[src/rtl/mbt_pkg.sv]
`timescale 1ns/1ps
package mbt_pkg;

   // Sequencer states of the initiator
   typedef enum logic [2:0] {
      ST_IDLE  = 3'd0,   // nothing pending
      ST_REQ   = 3'd1,   // request raised, waiting for grant
      ST_XFER  = 3'd2,   // owning the bus, taking words
      ST_DRAIN = 3'd3,   // last word on the bus, release next
      ST_FLUSH = 3'd4    // discarding the tail of an aborted message
   } mbt_state_e;

endpackage

[src/rtl/mbt_seq.sv]
`timescale 1ns/1ps
module mbt_seq
   import mbt_pkg::*;
(
   input  logic       clk,
   input  logic       rst_n,
   input  logic       src_valid,
   input  logic       src_last,
   input  logic       src_hipri,
   input  logic       gnt_n,
   input  logic       abort_seen,
   output mbt_state_e state,
   output logic       hipri,
   output logic       src_ready,
   output logic       accept
);

   mbt_state_e state_q, state_d;
   logic       hipri_q;
   logic       last_take;

   assign src_ready = (state_q == ST_XFER) || (state_q == ST_FLUSH);
   assign accept    = src_ready && src_valid;
   assign last_take = accept && src_last;

   always_comb begin
      state_d = state_q;
      case (state_q)
         ST_IDLE:  if (src_valid) state_d = ST_REQ;
         ST_REQ:   if (!gnt_n) state_d = ST_XFER;
         ST_XFER: begin
            if (abort_seen)     state_d = last_take ? ST_IDLE : ST_FLUSH;
            else if (last_take) state_d = ST_DRAIN;
         end
         ST_DRAIN: state_d = ST_IDLE;
         ST_FLUSH: if (last_take) state_d = ST_IDLE;
         default:  state_d = ST_IDLE;
      endcase
   end

   always_ff @(posedge clk or negedge rst_n) begin
      if (!rst_n) begin
         state_q <= ST_IDLE;
         hipri_q <= 1'b0;
      end else begin
         state_q <= state_d;
         if (state_q == ST_IDLE && src_valid) hipri_q <= src_hipri;
      end
   end

   assign state = state_q;
   assign hipri = hipri_q;

   AST_GRANT_BEFORE_BUS: assert property (@(posedge clk) disable iff (!rst_n)
      ($past(state_q) == ST_REQ && state_q == ST_XFER) |-> !$past(gnt_n));

   AST_NO_TAKE_UNGRANTED: assert property (@(posedge clk) disable iff (!rst_n)
      (state_q == ST_REQ || state_q == ST_IDLE) |-> !accept);

   AST_FLUSH_ENDS_ON_LAST: assert property (@(posedge clk) disable iff (!rst_n)
      (state_q == ST_FLUSH && last_take) |=> (state_q == ST_IDLE));

endmodule

[src/rtl/mbt_bus_drv.sv]
`timescale 1ns/1ps
module mbt_bus_drv
   import mbt_pkg::*;
#(
   parameter int DATA_W    = 32,
   parameter bit WAIT_ZERO = 1'b0
)(
   input  logic              clk,
   input  logic              rst_n,
   input  mbt_state_e        state,
   input  logic              accept,
   input  logic [DATA_W-1:0] src_data,
   input  logic              src_last,
   input  logic              hipri,
   input  logic              abort_n,
   output logic              env,
   output logic              irdy,
   output logic              eof,
   output logic [DATA_W-1:0] data,
   output logic              abort_seen,
   output logic              abort_pulse
);

   logic              env_q, irdy_q, eof_q, abort_q;
   logic              load, in_xfer;
   logic [DATA_W-1:0] data_q;

   assign abort_seen = env_q && !abort_n;
   assign in_xfer    = (state == ST_XFER);
   assign load       = in_xfer && accept && !abort_seen;

   always_ff @(posedge clk or negedge rst_n) begin
      if (!rst_n) begin
         env_q   <= 1'b0;
         irdy_q  <= 1'b0;
         eof_q   <= 1'b0;
         abort_q <= 1'b0;
      end else begin
         abort_q <= abort_seen;
         if (load) begin
            env_q  <= 1'b1;
            irdy_q <= 1'b1;
            eof_q  <= src_last && hipri;
         end else if (in_xfer && !abort_seen) begin
            irdy_q <= 1'b0;
            eof_q  <= 1'b0;
         end else begin
            env_q  <= 1'b0;
            irdy_q <= 1'b0;
            eof_q  <= 1'b0;
         end
      end
   end

   generate
      if (WAIT_ZERO) begin : g_wait_zero
         always_ff @(posedge clk or negedge rst_n) begin
            if (!rst_n)    data_q <= '0;
            else if (load) data_q <= src_data;
            else           data_q <= '0;
         end
      end else begin : g_wait_hold
         always_ff @(posedge clk or negedge rst_n) begin
            if (!rst_n)    data_q <= '0;
            else if (load) data_q <= src_data;
         end
      end
   endgenerate

   assign env         = env_q;
   assign irdy        = irdy_q;
   assign eof         = eof_q;
   assign data        = data_q;
   assign abort_pulse = abort_q;

   AST_ABORT_RELEASES: assert property (@(posedge clk) disable iff (!rst_n)
      abort_seen |=> (!env_q && abort_q));

   AST_PULSE_SINGLE: assert property (@(posedge clk) disable iff (!rst_n)
      abort_q |=> !abort_q);

   AST_EOF_WITH_WORD: assert property (@(posedge clk) disable iff (!rst_n)
      eof_q |-> (irdy_q && env_q));

   AST_WAIT_INSIDE_ENV: assert property (@(posedge clk) disable iff (!rst_n)
      (env_q && !irdy_q) |-> $past(env_q));

endmodule

[src/rtl/mbt_req_lines.sv]
`timescale 1ns/1ps
module mbt_req_lines
   import mbt_pkg::*;
(
   input  logic       clk,
   input  logic       rst_n,
   input  mbt_state_e state,
   input  logic       hipri,
   input  logic       env,
   output logic       req_n,
   output logic       hp_pull
);

   logic active;

   assign active  = (state == ST_REQ) || (state == ST_XFER) || (state == ST_DRAIN);
   assign req_n   = !active;
   assign hp_pull = active && hipri;

   AST_ENV_UNDER_REQ: assert property (@(posedge clk) disable iff (!rst_n)
      env |-> !req_n);

   AST_REQ_DROPS_WITH_ENV: assert property (@(posedge clk) disable iff (!rst_n)
      $fell(env) |-> (req_n && !hp_pull));

endmodule

[src/rtl/msgbus_tx.sv]
`timescale 1ns/1ps
module msgbus_tx
   import mbt_pkg::*;
#(
   parameter int DATA_W    = 32,
   parameter bit WAIT_ZERO = 1'b0
)(
   input  logic              clk,
   input  logic              rst_n,
   input  logic              src_valid,
   input  logic [DATA_W-1:0] src_data,
   input  logic              src_last,
   input  logic              src_hipri,
   output logic              src_ready,
   output logic              arb_req_n,
   output logic              hp_req_pull,
   input  logic              arb_gnt_n,
   input  logic              tgt_abort_n,
   output logic [DATA_W-1:0] bus_data,
   output logic              bus_env_n,
   output logic              bus_irdy,
   output logic              bus_eof_n,
   output logic              bus_drive,
   output logic              abort_pulse
);

   generate
      if (DATA_W < 8 || DATA_W > 128) begin : g_bad_width
         $error("msgbus_tx: DATA_W must be 8..128");
      end
   endgenerate

   mbt_state_e state;
   logic       hipri, accept, abort_seen, env, eof;

   mbt_seq u_seq (
      .clk        (clk),
      .rst_n      (rst_n),
      .src_valid  (src_valid),
      .src_last   (src_last),
      .src_hipri  (src_hipri),
      .gnt_n      (arb_gnt_n),
      .abort_seen (abort_seen),
      .state      (state),
      .hipri      (hipri),
      .src_ready  (src_ready),
      .accept     (accept)
   );

   mbt_bus_drv #(
      .DATA_W    (DATA_W),
      .WAIT_ZERO (WAIT_ZERO)
   ) u_drv (
      .clk         (clk),
      .rst_n       (rst_n),
      .state       (state),
      .accept      (accept),
      .src_data    (src_data),
      .src_last    (src_last),
      .hipri       (hipri),
      .abort_n     (tgt_abort_n),
      .env         (env),
      .irdy        (bus_irdy),
      .eof         (eof),
      .data        (bus_data),
      .abort_seen  (abort_seen),
      .abort_pulse (abort_pulse)
   );

   mbt_req_lines u_req (
      .clk     (clk),
      .rst_n   (rst_n),
      .state   (state),
      .hipri   (hipri),
      .env     (env),
      .req_n   (arb_req_n),
      .hp_pull (hp_req_pull)
   );

   assign bus_env_n = !env;
   assign bus_eof_n = !eof;
   assign bus_drive = env;

endmodule

[config.mk]
export PLATFORM = sky130hd
export DESIGN_NAME = msgbus_tx
export DESIGN_NICKNAME = d
export VERILOG_FILES = /design/src/rtl/mbt_pkg.sv /design/src/rtl/mbt_seq.sv /design/src/rtl/mbt_bus_drv.sv /design/src/rtl/mbt_req_lines.sv /design/src/rtl/msgbus_tx.sv
export SDC_FILE = /design/constraint.sdc
export NUM_CORES = 1
export LEC_CHECK = 0
export BUFFER_PORTS_ARGS = -buffer_cell sky130_fd_sc_hd__buf_2
export CELL_PAD_IN_SITES_DETAIL_PLACEMENT = 2
export CELL_PAD_IN_SITES_GLOBAL_PLACEMENT = 2
export CORE_ASPECT_RATIO = 0.9
export CORE_MARGIN = 2
export CORE_UTILIZATION = 26
export DETAILED_ROUTE_END_ITERATION = 10
export HOLD_SLACK_MARGIN = 0.1
export PLACE_DENSITY = 0.76
export RECOVER_POWER = 100
export SYNTH_ARGS = -nofsm -noshare
export SYNTH_HDL_FRONTEND = slang
export SYNTH_SLANG_ARGS = --single-unit
[constraint.sdc]
create_clock -name clk -period 1.7 [get_ports clk]
set_clock_uncertainty 0.05 [all_clocks]
set_input_delay 0 -clock clk [delete_from_list [all_inputs] [get_ports clk]]
set_output_delay 0 -clock clk [all_outputs]
set_load 0.05 [all_outputs]
==> impl_metrics.yaml <==
setup_path:
  crit_family: "simple AND/OR/NAND/NOR gates"
  rr_endpoint: "u_drv.data[10]"
  cp.required_ns: 1.82
  worst_r2r_path_depth: 4
  cp_max_fo: 14
  cp_cell_sequence: "nand2b_2 -> nor3_4 -> buf_4 -> mux2_2"
  crit_type: "reg -> reg"
  path_buf_inv: 1
  r2r_slack_ns: 0.08
  slowest_delay_ns: 0.38
  cp.arrival_ns: 1.75
  end_kind: "flop"
  cp-start-kind: "flop"
  timing.rr.start: "u_seq.state[2]"
  crit_slowest_cell: "dfrtp_1"
outcome:
  status: "finished clean"
timing:
  finalCritPeriodShare_pct: 95.5
  hold_viol: 0
  drv_slew: 0
  fin_crit_ns: 1.62
  max_freq_mhz: 616
  rsz0062_at_grt: "true"
  finalSetupViolCount: 0
  relSlewSlack_pct: 23.3
  worst-slew-pin-transition_ns: 1.15
layout:
  fin_cells: 298
  antennaDiodeCount: 0
  fillers: 624
  nets: 266
  post-route-util_pct: 43.4
  layout-drive-gt1-share_pct: 41.2
  syn_to_final_growth_pct: 58.9
floorplanning:
  die_x_um: 86.2
  initial_utilization_pct: 27.3
  die-area_um2: 6720
  dieHeight_um: 78.0
  rows: 26
  core_area_um2: 5790
  pin_count: 79
global_routing:
  grt_pass1_vias: 1554
  antenna_found_initial: 0
  grt_usage_pct: 15.7
  grt_max_degree: 22
  grt_pass1_wl_mm: 8.04
  gr-total-overflow: 0
synthesis:
  synth_nets: 139
  syn_inst: 100
  synth_top_area_share_pct: 63.3
  synth_area_leaders: "dfrtp_1 63%, mux2_2 21%, mux2_4 2.8%"
  synth_cell_types: 20
  syn_area_um2: 1580
  syn_avg_cell_area_um2: 15.8
  ys_seq_area_share_pct: 63.3
  ys_warn_count: 0
  synth-seq-cells: 40
  yosys.area.top_type: "dfrtp_1"
cts:
  path_clk_slew_ns: 0.08
  cts_tree: "yes"
  clock_path_buffers: 2
  numCtsBuffers: 5
  clk_latency_ns: 0.29
  h-tree-depth: 2
  post_cts_resized: 0
  clock-sinks: 40
  root_buffer: "clkbuf_8"
detailed_routing:
  final_antenna_net_count: 0
  wire_per_inst_um: 16.4
  drtPass1Iterations: 2
  drt_wl_total_mm: 4.88
  dr_total_vias: 1314
  drc: 0
  drt_iter0_drc: 16
  routed_via_density: 4.41
power_and_ir_drop:
  vdd_drop_max_mv: 1.02
  seq_power_share_pct: 31.3
  combPwrFrac_pct: 56.1
  p_sw_mw: 2.75
  leakagePower_nw: 1.12
  power_per_cell_area_nw_per_um2: 2090
  clkPwrFrac_pct: 12.6
  swShare_pct: 52.4
  p_int_mw: 2.50
worst_hold_path:
  hold_class: "in -> async"
placement:
  post-dp-hpwl_mm: 3.22
  io_buffers: 78
  gp_congestion: 0.742
  place_inst: 252
job:
  maxCapViolations: 0
## metal layers
metal  up-vias  track usage, %  routed length [um]
met5         -               0                   0
li1        603               -                   -
met4         0            3.75                  17
met3         2            5.11                 303
met1       660            17.3                1920
met2        49            28.9                2640
## flip-flops by register name, summed over array words and instances, names as in the netlist
register           count
u_drv.env              1
u_drv.irdy             1
u_drv.abort_pulse      1
u_seq.state            3
u_seq.hipri            1
u_drv.data            32
u_drv.eof              1
## Yosys cell counts
| cell type | number |
|---|---|
| dfrtp_1 | 40 |
| mux2_2 | 30 |
| buf_6 | 3 |
| inv_1 | 3 |
| mux2_4 | 3 |
| nor3b_1 | 3 |
| a21oi_1 | 2 |
| nand2b_1 | 2 |
| nor3_1 | 2 |
| o21ba_2 | 2 |
| a221oi_1 | 1 |
| and3_1 | 1 |
| mux2i_1 | 1 |
| nand2_1 | 1 |
| nand2b_2 | 1 |
| nor2_1 | 1 |
| nor2b_1 | 1 |
| nor3_4 | 1 |
| o21bai_1 | 1 |
| or3_1 | 1 |
## cell usage in the layout, fill, tap and decap left out
cell	instances
mux2_2	30
or3_1	1
clkbuf_8	6
dfrtp_2	1
nor2_1	1
a21oi_1	2
dfrtp_1	39
nor2b_4	1
nor3_1	2
inv_1	3
clkbuf_1	39
nand2_1	1
and3_1	1
nor3_4	1
buf_2	40
mux2i_1	1
nor3b_1	3
clkinv_2	2
nand2b_2	1
buf_4	6
dlygate4sd3_1	38
o21bai_2	1
o21ba_2	2
a221oi_1	1
nand2b_1	2
mux2_4	3
## power groups by stage
stage / Combinational [mW] / Sequential, mW / Clock, mW
after floorplan: 0.841 / 3.05 / 0
after global placement: 2.94 / 1.62 / 0
after detailed placement: 3.01 / 1.64 / 0
after CTS: 3.08 / 1.63 / 0.694
after global routing: 3.09 / 1.72 / 0.723
final: 2.94 / 1.64 / 0.659
## worst max path at each step
stage,to,depth (start not counted),start
after floorplan,u_drv.data[24],4,u_drv.env
after global placement,u_drv.data[10],4,u_seq.state[2]
after detailed placement,u_drv.data[10],4,u_seq.state[2]
after CTS,u_drv.data[10],4,u_seq.state[2]
after global routing,u_drv.data[10],4,u_seq.state[2]
final,u_drv.data[10],4,u_seq.state[2]
## per-stage QoR
stage	setup slack (ns)	cell area, um2	TNS [ns]	hold WS (ns)	power [mW]
4_1_cts	0.0587	2560	0	0.148	5.40
5_1_grt	-0.0222	2510	-0.193	0.431	5.53
6_report	0.0757	2510	0	0.416	5.24
3_5_place_dp	0.0750	2090	0	-0.0654	4.65
3_3_place_gp	0.129	2090	0	-0.0572	4.56
2_1_floorplan	0.00333	1590	0	-0.346	3.89
## worst reg2reg max path, delay by kind of cell (launching register included)
kind,cells,cell delay (ns)
simple gates,2,0.46
buf+inv,1,0.26
flops,1,0.38
mux,1,0.37
## area by class of cell
class	count	area [um2]	share of cell area [%]
clock buffers	6	82.6	3.29
flip-flops and latches	40	1000	39.9
repair buffers	123	772	30.7
inverters	3	11.3	0.448
multi-input cells	54	547	21.8
well taps	70	87.6	3.49
clock inverters	2	10.0	0.398
## cells by family (layout without fill, tap and decap cells)
kind of cell / count (synthesis) / after routing / share of synthesized area (%)
AOI/OAI and AO/OA: 6 / 6 / 2.93
buffers and inverters: 6 / 134 / 2.85
DFF: 40 / 40 / 63.3
muxes: 34 / 34 / 24.8
and+or+nand+nor: 14 / 14 / 6.09
## repair_timing
action,CTS,global route
endpoints found under the setup margin,0,16
hold buffers,38,0
endpoints found under the hold margin,79,0
setup buffers,0,0
Power figures use the tool's default switching activity.
